[src/rtl/adc_if_pkg.sv]
package adc_if_pkg;

  typedef enum logic [1:0] {
    CMD_DIS   = 2'd0,
    CMD_EN    = 2'd1,
    CMD_RSVD  = 2'd2,
    CMD_FLUSH = 2'd3
  } cmd_e;

  localparam logic [7:0] OFS_CTRL = 8'h10;
  localparam logic [7:0] OFS_STAT = 8'h14;
  localparam logic [7:0] OFS_FIFO = 8'h18;
  localparam logic [7:0] OFS_TRIG = 8'h1C;

  localparam int QUIET_LO = 7;
  localparam int QUIET_HI = 10;

  // source codes that never route a hardware event
  function automatic logic src_is_quiet(input int code);
    return (code >= QUIET_LO) && (code <= QUIET_HI);
  endfunction

  // status word: {ovf, unf, full, almost_full, empty}
  function automatic logic [4:0] status_word(input int cnt, input int depth,
                                             input logic ovf, input logic unf);
    return {ovf, unf, cnt == depth, cnt == depth - 1, cnt == 0};
  endfunction

endpackage

[src/rtl/adc_start_gen.sv]
module adc_start_gen
  import adc_if_pkg::*;
#(
  parameter int N_EVT = 32,
  parameter int SEL_W = $clog2(N_EVT)
) (
  input  logic             clk,
  input  logic             rst_n,
  input  logic [N_EVT-1:0] evt_in,
  input  logic [SEL_W-1:0] sel,
  input  logic             fall,
  input  logic             en,
  input  logic             sw_trig,
  output logic             hw_edge,
  output logic             conv_start
);

  logic [SEL_W-1:0] sel_d;
  logic             sample_q, prev_q;
  logic [1:0]       hist_q;
  logic             raw;
  logic             sel_changed;

  assign sel_changed = sel != sel_d;
  assign raw = src_is_quiet(int'(sel)) ? 1'b0 : evt_in[sel];
  assign hw_edge = hist_q[1] &&
                   (fall ? (prev_q & ~sample_q) : (~prev_q & sample_q));

  always_ff @(posedge clk or negedge rst_n) begin
    if (!rst_n) begin
      sel_d      <= '0;
      sample_q   <= 1'b0;
      prev_q     <= 1'b0;
      hist_q     <= 2'b00;
      conv_start <= 1'b0;
    end else begin
      sel_d      <= sel;
      sample_q   <= raw;
      prev_q     <= sample_q;
      hist_q     <= sel_changed ? 2'b00 : {hist_q[0], 1'b1};
      conv_start <= en && (hw_edge || sw_trig);
    end
  end

  AST_NO_EDGE_AFTER_SEL: assert property (@(posedge clk) disable iff (!rst_n)
    (sel != $past(sel)) |=> !hw_edge);

  AST_QUIET_SRC: assert property (@(posedge clk) disable iff (!rst_n)
    (src_is_quiet(int'(sel)) && src_is_quiet(int'($past(sel))) &&
     $past(sel) == sel) |=> !hw_edge);

endmodule

[src/rtl/adc_sample_fifo.sv]
module adc_sample_fifo #(
  parameter int DEPTH = 4,
  parameter int W     = 12,
  parameter int PTR_W = (DEPTH > 1) ? $clog2(DEPTH) : 1,
  parameter int CNT_W = $clog2(DEPTH + 1)
) (
  input  logic             clk,
  input  logic             rst_n,
  input  logic             clr,
  input  logic             push_req,
  input  logic [W-1:0]     push_data,
  input  logic             pop_req,
  output logic [W-1:0]     pop_data,
  output logic [CNT_W-1:0] count,
  output logic             ovf,
  output logic             unf
);

  logic [W-1:0]     mem [DEPTH];
  logic [PTR_W-1:0] wr_ptr, rd_ptr;
  logic             empty, full, do_push, do_pop;

  function automatic logic [PTR_W-1:0] nxt(input logic [PTR_W-1:0] p);
    return (p == PTR_W'(DEPTH - 1)) ? '0 : p + 1'b1;
  endfunction

  assign empty    = count == '0;
  assign full     = count == CNT_W'(DEPTH);
  assign do_pop   = !clr && pop_req && !empty;
  assign do_push  = !clr && push_req && (!full || do_pop);
  assign pop_data = empty ? '0 : mem[rd_ptr];

  always_ff @(posedge clk) begin
    if (do_push) mem[wr_ptr] <= push_data;
  end

  always_ff @(posedge clk or negedge rst_n) begin
    if (!rst_n) begin
      wr_ptr <= '0;
      rd_ptr <= '0;
      count  <= '0;
      ovf    <= 1'b0;
      unf    <= 1'b0;
    end else if (clr) begin
      wr_ptr <= '0;
      rd_ptr <= '0;
      count  <= '0;
      ovf    <= 1'b0;
      unf    <= 1'b0;
    end else begin
      if (do_push) wr_ptr <= nxt(wr_ptr);
      if (do_pop)  rd_ptr <= nxt(rd_ptr);
      case ({do_push, do_pop})
        2'b10:   count <= count + 1'b1;
        2'b01:   count <= count - 1'b1;
        default: count <= count;
      endcase
      if (push_req && !do_push) ovf <= 1'b1;
      if (pop_req && empty)     unf <= 1'b1;
    end
  end

  AST_CNT_BOUND: assert property (@(posedge clk) disable iff (!rst_n)
    count <= CNT_W'(DEPTH));

  AST_NO_OVERFLOW: assert property (@(posedge clk) disable iff (!rst_n || clr)
    (full && push_req && !pop_req) |=> (count == CNT_W'(DEPTH)) && ovf);

  AST_UNF_STICKY: assert property (@(posedge clk) disable iff (!rst_n)
    (unf && !clr) |=> unf);

  AST_POP_EMPTY_ZERO: assert property (@(posedge clk) disable iff (!rst_n)
    (count == '0) |-> (pop_data == '0));

endmodule

[src/rtl/adc_sample_ctrl.sv]
module adc_sample_ctrl
  import adc_if_pkg::*;
#(
  parameter int N_EVT     = 32,
  parameter int DATA_W    = 12,
  parameter int DEPTH     = 4,
  parameter int FLUSH_CYC = 2,
  parameter int SEL_W     = $clog2(N_EVT),
  parameter int CNT_W     = $clog2(DEPTH + 1),
  parameter int FCNT_W    = $clog2(FLUSH_CYC + 1)
) (
  input  logic              clk,
  input  logic              rst_n,
  input  logic              reg_wr,
  input  logic              reg_rd,
  input  logic [7:0]        reg_addr,
  input  logic [31:0]       reg_wdata,
  output logic [31:0]       reg_rdata,
  input  logic [N_EVT-1:0]  evt_in,
  output logic              conv_start,
  input  logic              conv_valid,
  input  logic [DATA_W-1:0] conv_data
);

  cmd_e              cmd_q;
  logic [SEL_W-1:0]  src_q;
  logic              fall_q;
  logic [FCNT_W-1:0] fcnt_q;

  logic ctrl_wr, trig_wr, fifo_wr, fifo_rd;
  logic en, flushing, flush_done, sw_trig, hw_edge;
  logic conv_take, push_req, pop_req;
  logic [DATA_W-1:0] push_data, pop_data;
  logic [CNT_W-1:0]  fcount;
  logic              ovf, unf;
  logic [4:0]        stat;

  assign ctrl_wr    = reg_wr && reg_addr == OFS_CTRL;
  assign trig_wr    = reg_wr && reg_addr == OFS_TRIG;
  assign fifo_wr    = reg_wr && reg_addr == OFS_FIFO;
  assign fifo_rd    = reg_rd && reg_addr == OFS_FIFO;
  assign en         = cmd_q == CMD_EN;
  assign flushing   = cmd_q == CMD_FLUSH;
  assign flush_done = flushing && fcnt_q == '0;
  assign sw_trig    = trig_wr && reg_wdata[0];

  always_ff @(posedge clk or negedge rst_n) begin
    if (!rst_n) begin
      cmd_q  <= CMD_DIS;
      src_q  <= '0;
      fall_q <= 1'b0;
      fcnt_q <= '0;
    end else if (ctrl_wr) begin
      cmd_q  <= cmd_e'(reg_wdata[1:0]);
      src_q  <= reg_wdata[8 +: SEL_W];
      fall_q <= reg_wdata[13];
      fcnt_q <= FCNT_W'(FLUSH_CYC - 1);
    end else if (flush_done) begin
      cmd_q  <= CMD_DIS;
    end else if (flushing) begin
      fcnt_q <= fcnt_q - 1'b1;
    end
  end

  adc_start_gen #(.N_EVT(N_EVT), .SEL_W(SEL_W)) u_start (
    .clk, .rst_n, .evt_in, .sel(src_q), .fall(fall_q), .en,
    .sw_trig, .hw_edge, .conv_start
  );

  // converter result has priority over a debug write in the same cycle
  assign conv_take = en && conv_valid;
  assign push_req  = !flushing && (conv_take || fifo_wr);
  assign push_data = conv_take ? conv_data : reg_wdata[DATA_W-1:0];
  assign pop_req   = !flushing && fifo_rd;

  adc_sample_fifo #(.DEPTH(DEPTH), .W(DATA_W), .CNT_W(CNT_W)) u_fifo (
    .clk, .rst_n, .clr(flushing), .push_req, .push_data, .pop_req,
    .pop_data, .count(fcount), .ovf, .unf
  );

  assign stat = status_word(int'(fcount), DEPTH, ovf, unf);

  always_comb begin
    reg_rdata = '0;
    case (reg_addr)
      OFS_CTRL: begin
        reg_rdata[1:0]          = cmd_q;
        reg_rdata[8 +: SEL_W]   = src_q;
        reg_rdata[13]           = fall_q;
      end
      OFS_STAT: reg_rdata[4:0]  = stat;
      OFS_FIFO: reg_rdata[DATA_W-1:0] = pop_data;
      default:  reg_rdata = '0;
    endcase
  end

  AST_START_NEEDS_EN: assert property (@(posedge clk) disable iff (!rst_n)
    conv_start |-> ($past(cmd_q) == CMD_EN));

  AST_FLUSH_ENDS_DIS: assert property (@(posedge clk) disable iff (!rst_n)
    (flush_done && !ctrl_wr) |=> (cmd_q == CMD_DIS) && (fcount == '0) && !ovf && !unf);

  AST_FLAGS_EXCL: assert property (@(posedge clk) disable iff (!rst_n)
    $countones(stat[2:0]) <= 1);

  AST_OVF_STICKY: assert property (@(posedge clk) disable iff (!rst_n)
    (ovf && !flushing) |=> ovf);

endmodule

[config.mk]
export PLATFORM = sky130hd
export DESIGN_NAME = adc_sample_ctrl
export DESIGN_NICKNAME = d
export VERILOG_FILES = /design/src/rtl/adc_if_pkg.sv /design/src/rtl/adc_start_gen.sv /design/src/rtl/adc_sample_fifo.sv /design/src/rtl/adc_sample_ctrl.sv
export SDC_FILE = /design/constraint.sdc
export NUM_CORES = 1
export LEC_CHECK = 0
export BUFFER_PORTS_ARGS = -buffer_cell sky130_fd_sc_hd__buf_2
export CAP_MARGIN = 15
export CORE_MARGIN = 10
export CORE_UTILIZATION = 52
export DETAILED_ROUTE_END_ITERATION = 8
export HOLD_SLACK_MARGIN = 0.12
export PLACE_DENSITY = 0.8
export SETUP_SLACK_MARGIN = 0.5
export SYNTH_ARGS = -nofsm -noshare
export SYNTH_HDL_FRONTEND = slang
export SYNTH_HIERARCHICAL = 1
export SYNTH_SLANG_ARGS = --single-unit
[constraint.sdc]
create_clock -name clk -period 3.1 [get_ports clk]
set_clock_uncertainty 0.05 [all_clocks]
set_input_delay 0.155 -clock clk [delete_from_list [all_inputs] [get_ports clk]]
set_output_delay 0.155 -clock clk [all_outputs]
set_load 0.01 [all_outputs]
== Word level (Yosys, flattened, before mapping) ==
Memories as Yosys holds them, arrays and structs flattened.
Cells that the tools add are included.

* Bits in writable memories: 48
* Output and inout port bits: 33
* Register bits after elaboration: 29
* Memories: 1
* Bits in latches: 0
* Logic and storage cells: 109
* Bits of input ports: 89
* ROM bits: 0

* Shift operators: 0
* Bitwise operators: 4
* Magnitude comparators: 3
* Eq/ne operators: 15
* $add $sub $neg: 5
* Muxes and demuxes: 31
* Reduce and logical (&&, ||, !) cells: 36
* Multiply operators: 0
* Divide/modulo/power cells: 0

{| class="wikitable"
|+ Memories
! name !! words !! width !! rd ports !! clocked after memory_dff !! wr ports !! line !! source
|-
| u_fifo.mem || 4 || 12 || 1 || 0 || 1 || adc_sample_fifo.sv:19 || <nowiki>logic [W-1:0] mem [DEPTH];</nowiki>
|}

{| class="wikitable"
|+ Operator list
! cell !! count
|-
| 8-bit by 5-bit == test with 1-bit output (second input constant) || 4
|-
| 2-bit two-way mux || 13
|-
| 12-bit two-way mux || 2
|-
| 1-bit logical AND || 18
|-
| 3-bit one-hot mux with 2 select lines || 2
|-
| 2-bit nonzero test || 6
|-
| 3-bit == test (second input constant) || 3
|-
| 1-bit two-way mux || 9
|-
| 2-bit == test (second input constant) || 4
|-
| 4-bit one-hot mux with 2 select lines || 1
|-
| 3-bit logical NOT || 2
|-
| 5-bit by 6-bit < comparator with 1-bit output (second input constant) || 1
|-
| 3-bit two-way mux || 2
|-
| 2-bit one-hot mux with 3 select lines || 1
|-
| 1-bit binary-select mux with 5-bit select || 1
|-
| 5-bit by 3-bit >= comparator with 1-bit output (second input constant) || 1
|-
| 5-bit by 4-bit <= comparator with 1-bit output (second input constant) || 1
|-
| 5-bit inequality test || 1
|-
| 2-bit by 1-bit adder with 2-bit output (second input constant) || 2
|-
| 2-bit by 1-bit == test with 1-bit output (second input constant) || 2
|-
| 1-bit logical NOT || 4
|-
| 3-bit by 1-bit adder with 3-bit output (second input constant) || 1
|-
| 1-bit logical OR || 3
|-
| 3-bit nonzero test || 1
|-
| other kinds (7) || 9
|}

== Longest topological paths before layout ==
Gate-level depths: netlist of run 1.

* Depth after elaboration: 11
* Gate-level depth with buffers: 11
* Depth with buffers taken out: 9

== Cells and area by module ==
The synthesis of run 1 kept the hierarchy.

{| class="wikitable"
|+ Modules (own cells, without submodules)
! module !! area an instance (um^2) !! sequential area each (um^2) !! cells each !! instances
|-
| adc_sample_fifo || 2570.0 || 1666.6 || 141 || 1
|-
| adc_sample_ctrl || 1038.5 || 250.2 || 111 || 1
|-
| adc_start_gen || 646.9 || 250.2 || 50 || 1
|}

== Worst setup path after synthesis of run 1 ==
Ideal clock, no wire load.

* Path kind: input -> register
* From: input port reg_addr[1]
* To: register u_fifo.count[2]
* Data required time: 2.946 ns
* Buffers on the path: 1
* Data arrival time: 2.670 ns
* Cell stages on the path: 9
* Slack: 0.276 ns
* Path through: or4b_4 -> or3_1 -> o41ai_1 -> buf_2 -> nand2b_1 -> nor3_1 -> fa_1 -> o31a_1 -> o311ai_1

* Elaborated cells between the ends (all ways): 16

{| class="wikitable"
|+ RTL lines
! what !! line !! source
|-
| from (decl) || adc_sample_ctrl.sv:16 || <nowiki>input logic [7:0] reg_addr,</nowiki>
|-
| 8-bit by 5-bit == test with 1-bit output * || adc_sample_ctrl.sv:40 || <nowiki>assign fifo_wr = reg_wr && reg_addr == OFS_FIFO;</nowiki>
|-
| 1-bit logical AND * || adc_sample_ctrl.sv:40 ||
|-
| 1-bit logical OR * || adc_sample_ctrl.sv:72 || <nowiki>assign push_req = !flushing && (conv_take || fifo_wr);</nowiki>
|-
| 1-bit logical AND * || adc_sample_ctrl.sv:72 ||
|-
| named net push_req || adc_sample_ctrl.sv:32 || <nowiki>logic conv_take, push_req, pop_req;</nowiki>
|-
| 1-bit logical AND * (2 in a row) || adc_sample_fifo.sv:30 || <nowiki>assign do_push = !clr && push_req && (!full || do_pop);</nowiki>
|-
| 2-bit by 1-bit == test with 1-bit output or 2-bit == test (tied branches) || adc_sample_fifo.sv:53 || <nowiki>case ({do_push, do_pop})</nowiki>
|-
| 3-bit one-hot mux with 2 select lines || adc_sample_fifo.sv:53 ||
|-
| 3-bit two-way mux || adc_sample_fifo.sv:44 || <nowiki>end else if (clr) begin</nowiki>
|-
| to (signal assigned) || adc_sample_fifo.sv:54 || <nowiki>2'b10: count <= count + 1'b1;</nowiki>
|-
| to (signal assigned) || adc_sample_fifo.sv:55 || <nowiki>2'b01: count <= count - 1'b1;</nowiki>
|-
| to (signal assigned) || adc_sample_fifo.sv:56 || <nowiki>default: count <= count;</nowiki>
|-
| to (decl) || adc_sample_fifo.sv:14 || <nowiki>output logic [CNT_W-1:0] count,</nowiki>
|}

The timed path passes the listed nets; every way through them passes the cells marked *.
A chain may end at the register's enable or synchronous reset.

== Worst setup path after layout of run 1 ==
* From: input port reg_addr[1]
* To: memory u_fifo.mem[3][7], enable pin

* Longest elaborated chain between the ends: 9
* Elaborated cells between the ends (all ways): 13

{| class="wikitable"
|+ Ends and longest elaborated chain
! what !! line !! source
|-
| 8-bit by 5-bit == test with 1-bit output || adc_sample_ctrl.sv:41 || <nowiki>assign fifo_rd = reg_rd && reg_addr == OFS_FIFO;</nowiki>
|-
| 1-bit logical AND || adc_sample_ctrl.sv:41 ||
|-
| 1-bit logical AND || adc_sample_ctrl.sv:74 || <nowiki>assign pop_req = !flushing && fifo_rd;</nowiki>
|-
| named net pop_req || adc_sample_ctrl.sv:32 ||
|-
| 1-bit logical AND (2 in a row) || adc_sample_fifo.sv:29 || <nowiki>assign do_pop = !clr && pop_req && !empty;</nowiki>
|-
| 1-bit logical OR || adc_sample_fifo.sv:30 ||
|-
| 1-bit logical AND || adc_sample_fifo.sv:30 ||
|-
| 1-bit two-way mux || adc_sample_fifo.sv:34 || <nowiki>if (do_push) mem[wr_ptr] <= push_data;</nowiki>
|-
| 1-bit two-way mux (implied by the code) || adc_sample_fifo.sv:34 ||
|-
| to (decl) || adc_sample_fifo.sv:19 ||
|}

The timed path passes the listed nets, and every way through them passes these cells.

==> qor.log, run 1 <==
INFO  finish         synthToLayoutAreaGrowth=22.26%
INFO  grt            total_congestion_overflow=0
INFO  critical_path  crit_arrival=2490ps
INFO  clock_network  root_buffer=sky130_fd_sc_hd__clkbuf_8
INFO  floorplanning  core-area=7848um2
INFO  sta            setup_total_negative_slack=0ps
INFO  sta            slew_headroom=55.49%
INFO  critical_path  timing.critical_path.from_type=input port
INFO  yosys          postSynthAreaPerCell=14.09um2
INFO  min_path       holdCritStartpoint=conv_data[1]
INFO  clock_network  insertion_delay=350ps
INFO  sta            slew_violations=0
INFO  route          via_count=2,831
INFO  power          power_share_of_the_combinational_group=11.9%
INFO  yosys          ys_types=62
INFO  power          net-switching-power=0.5440mW
INFO  floorplanning  die_height=110.5um
INFO  power          switching_share=23.82%
INFO  place          post-dp-hpwl=6.614mm
INFO  finish         fin_area=5202um2
INFO  route          remaining_drc_errors=0
INFO  place          pre_cts_slack=171.2ps
INFO  critical_path  worst_path_most_repeated_cell=sky130_fd_sc_hd__buf_4
INFO  clock_network  clock_tree_from_tritoncts=yes
INFO  power          p_clk_share=36.8%
INFO  route          drt_wl_total=9.885mm
INFO  route          first_pass_iters=4
INFO  floorplanning  initial_core_util=54.23%
INFO  critical_path  timing_worst_setup_path_type=in2reg
INFO  yosys          synth_enable_flop_cells=48
INFO  clock_network  clock-sinks=77
INFO  sta            tightestPinTransition=667.7ps
INFO  flow_run       max-cap-violations=0
INFO  sta            hold_violations=0
INFO  finish         num-fill-cells=563
INFO  clock_network  cts.htree.levels=3
INFO  floorplanning  fp-row-count=32
INFO  grt            grt_first_pass_wirelength=15.79mm
INFO  yosys          synth_sequential_area_ratio=50.93%
INFO  route          postRouteAntennaNets=0
INFO  min_path       min_to=u_fifo/mem[3][1]
INFO  critical_path  worst_path_slowest_cell=sky130_fd_sc_hd__or4b_4
INFO  floorplanning  design.portCount=122
INFO  power          finalPower=2.284mW
INFO  critical_path  reg2reg_to=u_fifo/mem[0][5]
INFO  sta            rsz0062_at_grt=true
INFO  sta            finalSetupViolCount=0
INFO  route          drt_via_density=5.423
INFO  critical_path  register_to_register_path_setup_slack=820ps
INFO  yosys          post_synth_instance_area=4255um2
INFO  finish         post_route_cells_drive_above_1_share=39.76%
INFO  clock_network  clk_transition_reported_paths=90ps
INFO  power          internal_power=1.740mW
INFO  finish         insertedDiodeCount=0
INFO  min_path       hold_class=in2reg
INFO  power          p_leak=2.200nW
INFO  yosys          yosys.area.top_type=sky130_fd_sc_hd__edfxtp_1
INFO  critical_path  worst_path_largest_cell_delay=530ps
INFO  yosys          yosys_most_used_dff=sky130_fd_sc_hd__edfxtp_1
INFO  yosys          ys.warnings.count=6
INFO  critical_path  worst_ep_required_time=3090ps
INFO  critical_path  timing.reg2reg.worst_path_depth=5
INFO  critical_path  critical_path.max_fanout=12
INFO  critical_path  cp_cell_sequence=buf_2, or4b_4, or3_1, buf_4, nor3_2, buf_4, nor4b_4, nor3b_4, and2_4
INFO  sta            min_period_over_period=80.54%
INFO  sta            max_clock_freq=400.5MHz
INFO  route          dr.first_iter.drc_count=139
INFO  floorplanning  die_x=110.5um
INFO  floorplanning  fp.dieArea=12,200um2
INFO  yosys          synth_cells=302
INFO  place          place.port_buffers=82
INFO  clock_network  cts-root-to-sink-buffers=2
INFO  yosys          synth-seq-cells=77
INFO  power          power_density=439.0nW/um2
INFO  power          peakVddDrop=349.7uV
INFO  finish         nets=511
INFO  status         status=complete, no violations
INFO  grt            largest_net_degree_at_the_start_of_global_routing=30
INFO  place          post_dp_cell_area=4679um2
INFO  power          share_seq_of_total_power=51.3%
INFO  grt            gr-usage-all-layers=15.98%
INFO  critical_path  endpoint_kind=flop
INFO  sta            layout_setup_ws=603.2ps
INFO  grt            antenna_found_initial=0
INFO  clock_network  num_cts_buffers=9
INFO  yosys          synth_async_sr_flop_share=37.66%
INFO  yosys          synthDominantCellAreaShare=33.87%
INFO  place          place_congestion=0.7413
INFO  min_path       min_path_cells=2
INFO  route          detail_route.wl_per_cell=18.94um
INFO  sta            finalCriticalPeriod=2497ps
INFO  grt            via_count_of_the_first_global_routing_pass=2,994
INFO  critical_path  r2r-start=cmd_q[0]
INFO  yosys          yosys-top-cells-area=sky130_fd_sc_hd__edfxtp_1 (34%), sky130_fd_sc_hd__dfrtp_1 (17%), sky130_fd_sc_hd__mux4_1 (5.6%), sky130_fd_sc_hd__mux4_2 (4.2%), sky130_fd_sc_hd__mux2_4 (3.5%)
==> synthesized netlist by cell type, types with 2 or more instances <==
cell type / number
sky130_fd_sc_hd__buf_2: 4
sky130_fd_sc_hd__clkbuf_1: 3
sky130_fd_sc_hd__nand3b_1: 2
sky130_fd_sc_hd__nor3_1: 8
sky130_fd_sc_hd__a21oi_1: 7
sky130_fd_sc_hd__dfrtp_1: 29
sky130_fd_sc_hd__nand4_1: 2
sky130_fd_sc_hd__o2111ai_1: 4
sky130_fd_sc_hd__xor2_1: 3
sky130_fd_sc_hd__and2_2: 4
sky130_fd_sc_hd__inv_1: 9
sky130_fd_sc_hd__nand2_1: 9
sky130_fd_sc_hd__nand2b_1: 3
sky130_fd_sc_hd__mux2_2: 12
sky130_fd_sc_hd__mux2i_1: 10
sky130_fd_sc_hd__nor2_1: 15
sky130_fd_sc_hd__edfxtp_1: 48
sky130_fd_sc_hd__nor2b_4: 8
sky130_fd_sc_hd__and3_1: 5
sky130_fd_sc_hd__buf_6: 5
sky130_fd_sc_hd__mux4_1: 9
sky130_fd_sc_hd__ha_1: 6
sky130_fd_sc_hd__a22oi_1: 2
sky130_fd_sc_hd__mux2_4: 10
sky130_fd_sc_hd__mux4_2: 8
sky130_fd_sc_hd__a21boi_0: 3
sky130_fd_sc_hd__or3_1: 3
sky130_fd_sc_hd__buf_4: 19
sky130_fd_sc_hd__nand3_1: 5
sky130_fd_sc_hd__and3b_1: 2
sky130_fd_sc_hd__o211ai_1: 2
sky130_fd_sc_hd__nor2b_1: 8
sky130_fd_sc_hd__xnor2_1: 5
sky130_fd_sc_hd__o21a_1: 2
==> per-stage QoR <==
stage                     hold slack [ps]  cells  utilization (%)
after CTS                           133.4    517            65.55
after global routing                139.8    522            66.29
after floorplan                    -190.6    319                -
final                               144.4    522            66.29
after global placement              164.7    477            59.63
after detailed placement            176.9    477            59.63
==> state kept, by name, summed over array words and instances, names as in the netlist, 2 cells and up <==
name and cells:
fcnt_q 2, u_start/sel_d 5, u_start/hist_q 2, u_fifo/rd_ptr 2, u_fifo/wr_ptr 2, cmd_q 2, u_fifo/mem 48, u_fifo/count 3
src_q 5
==> worst max-delay path, delay by kind of cell <==
| kind | cells | cell delay (ps) |
|---|---|---|
| buf+inv | 3 | 500 |
| simple gates | 6 | 1830 |
==> per-layer routing <==
layer | up-vias | share of wire [%] | GRT usage, %
met1 | 1378 | 40 | 17.99
met5 | - | 0 | 0
met3 | 16 | 7.4 | 4.916
met4 | 0 | 2.2 | 6.995
met2 | 108 | 50 | 27.23
li1 | 1329 | - | -
==> power by group through the flow <==
| stage | sequential [mW] | combinational [mW] | clock (mW) |
|---|---|---|---|
| global placement | 1.19 | 0.225 | 0 |
| CTS | 1.17 | 0.260 | 0.851 |
| detailed placement | 1.19 | 0.236 | 0 |
| global route | 1.18 | 0.307 | 0.901 |
| finish | 1.17 | 0.271 | 0.841 |
| floorplan | 1.18 | 0.179 | 0 |
==> worst max-delay path by stage <==
stage | startpoint | end | cells past startpoint
final | reg_addr[1] | u_fifo/mem[3][7] | 9
after detailed placement | reg_addr[1] | u_fifo/mem[2][6] | 7
after CTS | reg_addr[1] | u_fifo/mem[2][8] | 7
after floorplan | reg_addr[1] | u_fifo/count[2] | 9
after global routing | reg_addr[1] | u_fifo/mem[3][9] | 9
after global placement | reg_addr[1] | u_fifo/mem[3][6] | 7
==> cell usage in the layout (no fill, tap or decap), types with 6 or more instances in the layout <==
| cell | instances |
|---|---|
| sky130_fd_sc_hd__nor3_1 | 6 |
| sky130_fd_sc_hd__dlygate4sd3_1 | 24 |
| sky130_fd_sc_hd__mux4_1 | 9 |
| sky130_fd_sc_hd__nand2_1 | 9 |
| sky130_fd_sc_hd__edfxtp_1 | 48 |
| sky130_fd_sc_hd__dfrtp_1 | 28 |
| sky130_fd_sc_hd__nor2_1 | 15 |
| sky130_fd_sc_hd__mux2_2 | 12 |
| sky130_fd_sc_hd__buf_2 | 82 |
| sky130_fd_sc_hd__mux2i_1 | 10 |
| sky130_fd_sc_hd__ha_1 | 6 |
| sky130_fd_sc_hd__mux4_2 | 8 |
| sky130_fd_sc_hd__inv_1 | 9 |
| sky130_fd_sc_hd__clkbuf_8 | 9 |
| sky130_fd_sc_hd__nor2b_4 | 8 |
| sky130_fd_sc_hd__a21oi_1 | 7 |
| sky130_fd_sc_hd__buf_4 | 11 |
| sky130_fd_sc_hd__nor2b_1 | 8 |
| sky130_fd_sc_hd__conb_1 | 18 |
| sky130_fd_sc_hd__mux2_4 | 10 |
==> area by class of cell <==
type                       instances  area (um2)  area share (%)
sequential                        77        2171           41.73
multi-input combinational        201        1914           36.80
timing repair buffer             117       733.2           14.09
tap                              102       127.6           2.453
clock buffer                       9       123.9           2.381
clock inverter                     7       98.84           1.900
inverter                           9       33.78          0.6494
==> cell families (layout without fill, tap and decap cells) <==
| kind of cell | after synthesis | in the layout | share of synthesized area [%] |
|---|---|---|---|
| AND/OR/NAND/NOR | 86 | 88 | 13.82 |
| buffers and inverters | 43 | 142 | 6.880 |
| XOR/XNOR | 8 | 8 | 1.647 |
| multiplexers | 50 | 50 | 19.11 |
| AO/OA/AOI/OAI | 30 | 30 | 5.292 |
| adder cells (fa/ha/maj) | 7 | 7 | 2.235 |
| other | 1 | 18 | 0.08812 |
| flip-flops | 77 | 77 | 50.93 |
==> what timing repair did <==
item | CTS | global route
hold buffers | 24 | 0
gates cloned | 0 | 2
setup buffers | 0 | 3
resized for setup | 1 | 8
hold endpoints to repair | 73 | 0
pin swaps | 0 | 3
endpoints found under the setup margin | 3 | 52
Power figures use the tool's default switching activity.
==> run 2, diff against run 1 <==
- clock period: 3.1 -> 2.6 ns (I/O delays scaled with it)
==> qor.log, run 2 (synthesis gave the netlist of run 1 again) <==
INFO  place          place_congestion=0.8138
INFO  critical_path  timing_worst_setup_path_type=in2reg
INFO  sta            max_clock_freq=432.0MHz
INFO  clock_network  root_buffer=sky130_fd_sc_hd__clkbuf_8
INFO  finish         synthToLayoutAreaGrowth=29.58%
INFO  place          post_dp_cell_area=4740um2
INFO  grt            antenna_found_initial=0
INFO  finish         final_cell_count_no_fill=545
INFO  route          dr_wl_met2=5.486mm
INFO  clock_network  clock_tree_from_tritoncts=yes
INFO  sta            min_period_over_period=89.03%
INFO  clock_network  num_cts_buffers=9
INFO  finish         final_common_cell=sky130_fd_sc_hd__buf_2
INFO  power          power_density=462.1nW/um2
INFO  power          finalPower=2.548mW
INFO  floorplanning  design.portCount=122
INFO  floorplanning  die_height=110.5um
INFO  route          topRoutingLayerUsed=met4
INFO  floorplanning  die_x=110.5um
INFO  route          via_count=3,012
INFO  sta            slew_violations=0
INFO  finish         nets=534
INFO  critical_path  crit_arrival=2310ps
INFO  finish         reg.largest.list=u_fifo/mem (48), src_q (5), u_start/sel_d (5)
INFO  clock_network  cts-root-to-sink-buffers=2
INFO  floorplanning  fp.dieArea=12,200um2
INFO  finish         final-seq-area=2175um2
INFO  finish         insertedDiodeCount=0
INFO  clock_network  insertion_delay=350ps
INFO  finish         multi_input_area=2011um2
INFO  finish         num-fill-cells=513
INFO  critical_path  endpoint_kind=flop
INFO  place          place.port_buffers=82
INFO  flow_run       max-cap-violations=0
INFO  floorplanning  initial_core_util=54.23%
INFO  sta            slew_headroom=46.70%
INFO  sta            hold_violations=0
INFO  sta            holdWs=144.7ps
INFO  route          drt_wl_total=10.48mm
INFO  sta            rsz0062_at_grt=true
INFO  finish         layout_common_cells=sky130_fd_sc_hd__buf_2 (78), sky130_fd_sc_hd__edfxtp_1 (48), sky130_fd_sc_hd__dlygate4sd3_1 (27)
INFO  place          numPlacedInstances=482
INFO  route          postRouteAntennaNets=0
INFO  finish         fin_area=5514um2
INFO  floorplanning  fp-row-count=32
INFO  clock_network  cts.htree.levels=3
INFO  finish         largest_register_ffs=48
INFO  clock_network  clk_transition_reported_paths=70ps
INFO  status         status=complete, no violations
INFO  route          detailroute.wirelength.met3=792um
INFO  route          wirelength_met1=4.062mm
INFO  finish         post_route_cells_drive_above_1_share=46.73%
INFO  grt            via_count_of_the_first_global_routing_pass=3,189
INFO  grt            grt_first_pass_wirelength=16.08mm
INFO  route          drt_via_density=5.527
INFO  critical_path  worst_ep_required_time=2600ps
INFO  clock_network  clock-sinks=77
INFO  critical_path  timing.critical_path.from_type=input port
INFO  grt            gr-usage-all-layers=16.06%
INFO  sta            tightestPinTransition=797.9ps
INFO  sta            finalSetupViolCount=0
INFO  sta            finalCriticalPeriod=2315ps
INFO  finish         top_register_by_number_of_flip_flops=u_fifo/mem
INFO  place          post-dp-hpwl=6.520mm
INFO  power          peakVddDrop=382.9uV
INFO  route          remaining_drc_errors=0
INFO  route          first_pass_iters=4
INFO  critical_path  critical_path.max_fanout=6
INFO  route          detail_route.wl_per_cell=19.22um
INFO  grt            largest_net_degree_at_the_start_of_global_routing=30
INFO  route          dr.first_iter.drc_count=156
INFO  grt            total_congestion_overflow=0
INFO  power          p_leak=2.311nW
INFO  min_path       hold_class=in2reg
INFO  floorplanning  core-area=7848um2
-- run 2: cell types whose count changed in the layout (fill, tap and decap cells not counted), moves of 4 or more --
cell | before | now
sky130_fd_sc_hd__buf_6 | 0 | 17
sky130_fd_sc_hd__mux4_1 | 9 | 5
sky130_fd_sc_hd__dfrtp_1 | 28 | 23
sky130_fd_sc_hd__dfrtp_2 | 0 | 6
sky130_fd_sc_hd__mux4_2 | 8 | 12
sky130_fd_sc_hd__buf_2 | 82 | 78
-- run 2: critical path, stage by stage --
cell and delay, ps:
sky130_fd_sc_hd__buf_6 90, sky130_fd_sc_hd__or4b_4 530, sky130_fd_sc_hd__or3_4 370, sky130_fd_sc_hd__buf_8 140
sky130_fd_sc_hd__nor3_4 110, sky130_fd_sc_hd__buf_6 120, sky130_fd_sc_hd__buf_4 120, sky130_fd_sc_hd__nor4b_4 50
sky130_fd_sc_hd__nor3b_4 280, sky130_fd_sc_hd__buf_6 160, sky130_fd_sc_hd__and2_4 210
-- run 2: where the power goes --
group	internal, mW	switching [mW]
Combinational	0.193	0.166
Sequential	1.35	0.0424
Clock	0.365	0.428
Total	1.91	0.637
-- run 2: final cells by class --
class	instances	area share, %
tap	102	2.314
sequential	77	39.44
timing repair buffer	138	18.13
clock buffer	11	2.564
inverter	9	0.6127
clock inverter	5	0.4765
multi-input combinational	203	36.46
-- run 2: path summary, 6_finish.rpt --
path / from / end / slack (ps) / cells past startpoint
min in group asynchronous: rst_n / u_fifo/unf / 310 / 2
max: reg_addr[1] / u_fifo/mem[3][11] / 290 / 11
max in group asynchronous: rst_n / src_q[0] / 1700 / 2
min reg2reg: u_start/sample_q / u_start/prev_q / 350 / 0
min: evt_in[2] / u_start/sample_q / 140 / 5
max reg2reg: cmd_q[1] / u_fifo/count[2] / 350 / 8
-- run 2: per-stage QoR --
stage / setup TNS [ps] / setup WS, ps / util (%)
after floorplan: -85.97 / -85.97 / -
after global placement: -1637 / -80.36 / 60.40
after detailed placement: -3612 / -160.3 / 60.40
after CTS: 0 / 267.3 / 68.13
after global routing: 0 / 173.7 / 70.26
final: 0 / 285.3 / 70.26
-- run 2: routing by layer --
metal  up-vias  track usage, %
li1       1373               -
met1      1508           17.97
met2       121           27.90
met3        10           5.457
met4         0           5.354
met5         -               0
-- run 2: what timing repair did --
item | CTS | global route
pin swaps | 15 | 7
buffers inserted | 8 | 7
hold buffers | 27 | 0
endpoints found under the setup margin | 64 | 66
hold endpoints to repair | 83 | 0
resized for setup | 27 | 32
cloned | 4 | 1
==> run 3, diff against run 2 <==
- ABC_AREA: not set -> 1
- CORE_UTILIZATION: 52 -> 53
- PLACE_DENSITY: 0.8 -> 0.81
==> qor.log, run 3 <==
INFO  yosys          synth.top_cells.by_count=sky130_fd_sc_hd__nand2_1 (129), sky130_fd_sc_hd__nor2_1 (84), sky130_fd_sc_hd__inv_1 (56)
INFO  floorplanning  core-area=8175um2
INFO  clock_network  num_cts_buffers=9
INFO  yosys          ys_types=36
INFO  critical_path  timing_worst_setup_path_type=reg2reg
INFO  sta            finalCriticalPeriod=2058ps
INFO  power          p_clk_share=30.6%
INFO  sta            slew_headroom=52.21%
INFO  power          peakVddDrop=303.1uV
INFO  floorplanning  die_x=111.6um
INFO  yosys          postSynthAreaPerCell=8.248um2
INFO  floorplanning  initial_core_util=54.38%
INFO  floorplanning  die_height=111.6um
INFO  critical_path  worst_path_most_repeated_cell=sky130_fd_sc_hd__nand2_1
INFO  clock_network  root_buffer=sky130_fd_sc_hd__clkbuf_8
INFO  yosys          synth_async_sr_flop_share=37.66%
INFO  finish         finalCoreUtilization=67.23%
INFO  yosys          synth-seq-cells=77
INFO  yosys          synth_enable_flop_cells=48
INFO  clock_network  cts-root-to-sink-buffers=2
INFO  sta            tightestPinTransition=716.8ps
INFO  yosys          post-synth-top-count-cell=sky130_fd_sc_hd__nand2_1
INFO  route          drt_via_density=5.063
INFO  grt            largest_net_degree_at_the_start_of_global_routing=30
INFO  sta            finalSetupViolCount=0
INFO  finish         nets=761
INFO  clock_network  clk_transition_reported_paths=90ps
INFO  power          p_leak=2.664nW
INFO  critical_path  worst_path_largest_cell_delay=450ps
INFO  sta            min_period_over_period=79.14%
INFO  status         status=complete, no violations
INFO  yosys          post_synth_instance_area=4446um2
INFO  power          power_density=573.1nW/um2
INFO  sta            max_clock_freq=486.0MHz
INFO  yosys          synthDominantCellAreaShare=32.42%
INFO  finish         top_register_by_number_of_flip_flops=u_fifo/mem
INFO  route          detail_route.wl_per_cell=14.85um
INFO  finish         post_route_cells_drive_above_1_share=26.42%
INFO  route          dr.first_iter.drc_count=231
INFO  yosys          ys.warnings.count=6
INFO  sta            slew_violations=0
INFO  min_path       hold_class=in2reg
INFO  sta            setup_total_negative_slack=0ps
INFO  critical_path  timing.critical_path.from=cmd_q[0]
INFO  route          via_count=3,924
INFO  clock_network  cts.htree.levels=3
INFO  finish         fin_area=5497um2
INFO  grt            antenna_found_initial=0
INFO  critical_path  worst_ep_required_time=2800ps
INFO  critical_path  critical_path.max_fanout=4
INFO  yosys          synth_cells=539
INFO  finish         reg.largest.list=u_fifo/mem (48), src_q (5), u_start/sel_d (5)
INFO  place          post_dp_cell_area=4903um2
INFO  floorplanning  fp-row-count=33
INFO  finish         synthToLayoutAreaGrowth=23.64%
INFO  route          first_pass_iters=7
INFO  yosys          yosys-top-cells-area=sky130_fd_sc_hd__edfxtp_1 (32%), sky130_fd_sc_hd__dfrtp_1 (16%), sky130_fd_sc_hd__nand2_1 (11%), sky130_fd_sc_hd__nor2_1 (7.1%), sky130_fd_sc_hd__nand3_1 (5.0%)
INFO  min_path       holdCritStartpoint=reg_wr
INFO  route          postRouteAntennaNets=0
INFO  critical_path  worst_path_dominant_cell_family=simple AND/OR/NAND/NOR gates
INFO  critical_path  worst_path_slowest_cell=sky130_fd_sc_hd__dfrtp_1
INFO  critical_path  cp_cell_sequence=inv_2, nor2_4, nand2_4, a21oi_1, inv_1, nand3_2, inv_2, fa_2, xnor2_2, inv_1, nand2_1, nand2_1, inv_1, nand2_1, nand2_1
INFO  route          drt_wl_total=11.51mm
INFO  finish         layout_common_cells=sky130_fd_sc_hd__nand2_1 (128), sky130_fd_sc_hd__buf_2 (86), sky130_fd_sc_hd__nor2_1 (84)
INFO  power          power_share_of_the_combinational_group=23.5%
INFO  grt            total_congestion_overflow=0
INFO  place          post-dp-hpwl=7.950mm
INFO  critical_path  timing.critical_path.from_type=flop
INFO  sta            rsz0062_at_grt=true
INFO  critical_path  crit_arrival=2260ps
INFO  power          net-switching-power=0.9930mW
INFO  clock_network  clock_tree_from_tritoncts=yes
INFO  clock_network  clock-sinks=77
INFO  critical_path  worst-path-buf-inv=5
INFO  grt            gr-usage-all-layers=17.67%
INFO  finish         final_common_cell=sky130_fd_sc_hd__nand2_1
INFO  flow_run       max-cap-violations=0
INFO  grt            via_count_of_the_first_global_routing_pass=3,873
INFO  yosys          yosys.area.top_type=sky130_fd_sc_hd__edfxtp_1
INFO  grt            grt_first_pass_wirelength=18.26mm
INFO  place          place.port_buffers=85
INFO  place          place_congestion=0.8481
INFO  finish         largest_register_ffs=48
INFO  sta            holdWs=141.3ps
INFO  critical_path  r2r-start=cmd_q[0]
INFO  power          switching_share=31.52%
INFO  power          share_seq_of_total_power=45.9%
INFO  floorplanning  design.portCount=122
INFO  power          finalPower=3.150mW
INFO  finish         insertedDiodeCount=0
INFO  route          remaining_drc_errors=0
INFO  yosys          yosys_most_used_dff=sky130_fd_sc_hd__edfxtp_1
INFO  floorplanning  fp.dieArea=12,450um2
INFO  power          internal_power=2.157mW
INFO  sta            hold_violations=0
INFO  critical_path  endpoint_kind=flop
INFO  yosys          synth_sequential_area_ratio=48.75%
INFO  clock_network  insertion_delay=360ps
## run 3: final timing paths
path	end	slack [ps]	cells after the start
min reg2reg	u_start/prev_q	360	0
min	src_q[4]	140	5
min in group asynchronous	u_start/hist_q[1]	280	2
max in group asynchronous	u_fifo/count[1]	1740	2
max	u_fifo/count[2]	540	15
max reg2reg	u_fifo/count[2]	540	15
## run 3: layer usage
metal	track usage, %	wire length, um
met1	20.72	4700
met2	30.56	5844
met3	4.777	819
met4	5.913	142
met5	0	0
## run 3: cell families (layout without fill, tap and decap cells)
logic type / after synthesis / after routing / synth area share [%]
buf+inv: 100 / 214 / 11.43
simple gates: 292 / 292 / 29.24
compound gates: 58 / 58 / 7.571
flops: 77 / 77 / 48.75
fa+ha+maj: 7 / 7 / 2.139
xor+xnor: 4 / 4 / 0.7882
other cells: 1 / 18 / 0.08435
## run 3: repair_timing
| item | in CTS | in global routing |
|---|---|---|
| hold endpoints to repair | 73 | 0 |
| setup endpoints to repair | 10 | 47 |
| pin swaps | 0 | 4 |
| resized for setup | 5 | 14 |
| buffers inserted | 3 | 10 |
| hold buffers | 23 | 0 |
## run 3: power by group through the flow
stage / Sequential [mW] / Combinational [mW] / Clock (mW)
after floorplan: 1.44 / 0.425 / 0
after global placement: 1.47 / 0.528 / 0
after detailed placement: 1.47 / 0.556 / 0
after CTS: 1.45 / 0.638 / 0.974
after global routing: 1.46 / 0.823 / 1.05
final: 1.45 / 0.739 / 0.965
## run 3: tightest hold or removal path: stages
cell	delay [ps]
sky130_fd_sc_hd__buf_2	140
sky130_fd_sc_hd__inv_1	100
sky130_fd_sc_hd__nor2_4	60
sky130_fd_sc_hd__nand2_1	50
sky130_fd_sc_hd__nand2_1	40
## run 3: metrics by stage
stage | worst slack [ps] | instances
CTS | 509.6 | 765
finish | 542.4 | 775
global placement | 438.1 | 723
global route | 463.2 | 775
detailed placement | 342.5 | 723
floorplan | 356.1 | 556
## run 3: cell type report
type	instances	area, um2
clock buffer	9	123.9
clock inverter	7	87.58
fill	644	2679
inverter	64	256.5
multi-input combinational	379	1861
sequential	77	2173
tap	105	131.4
timing repair buffer	134	863.3
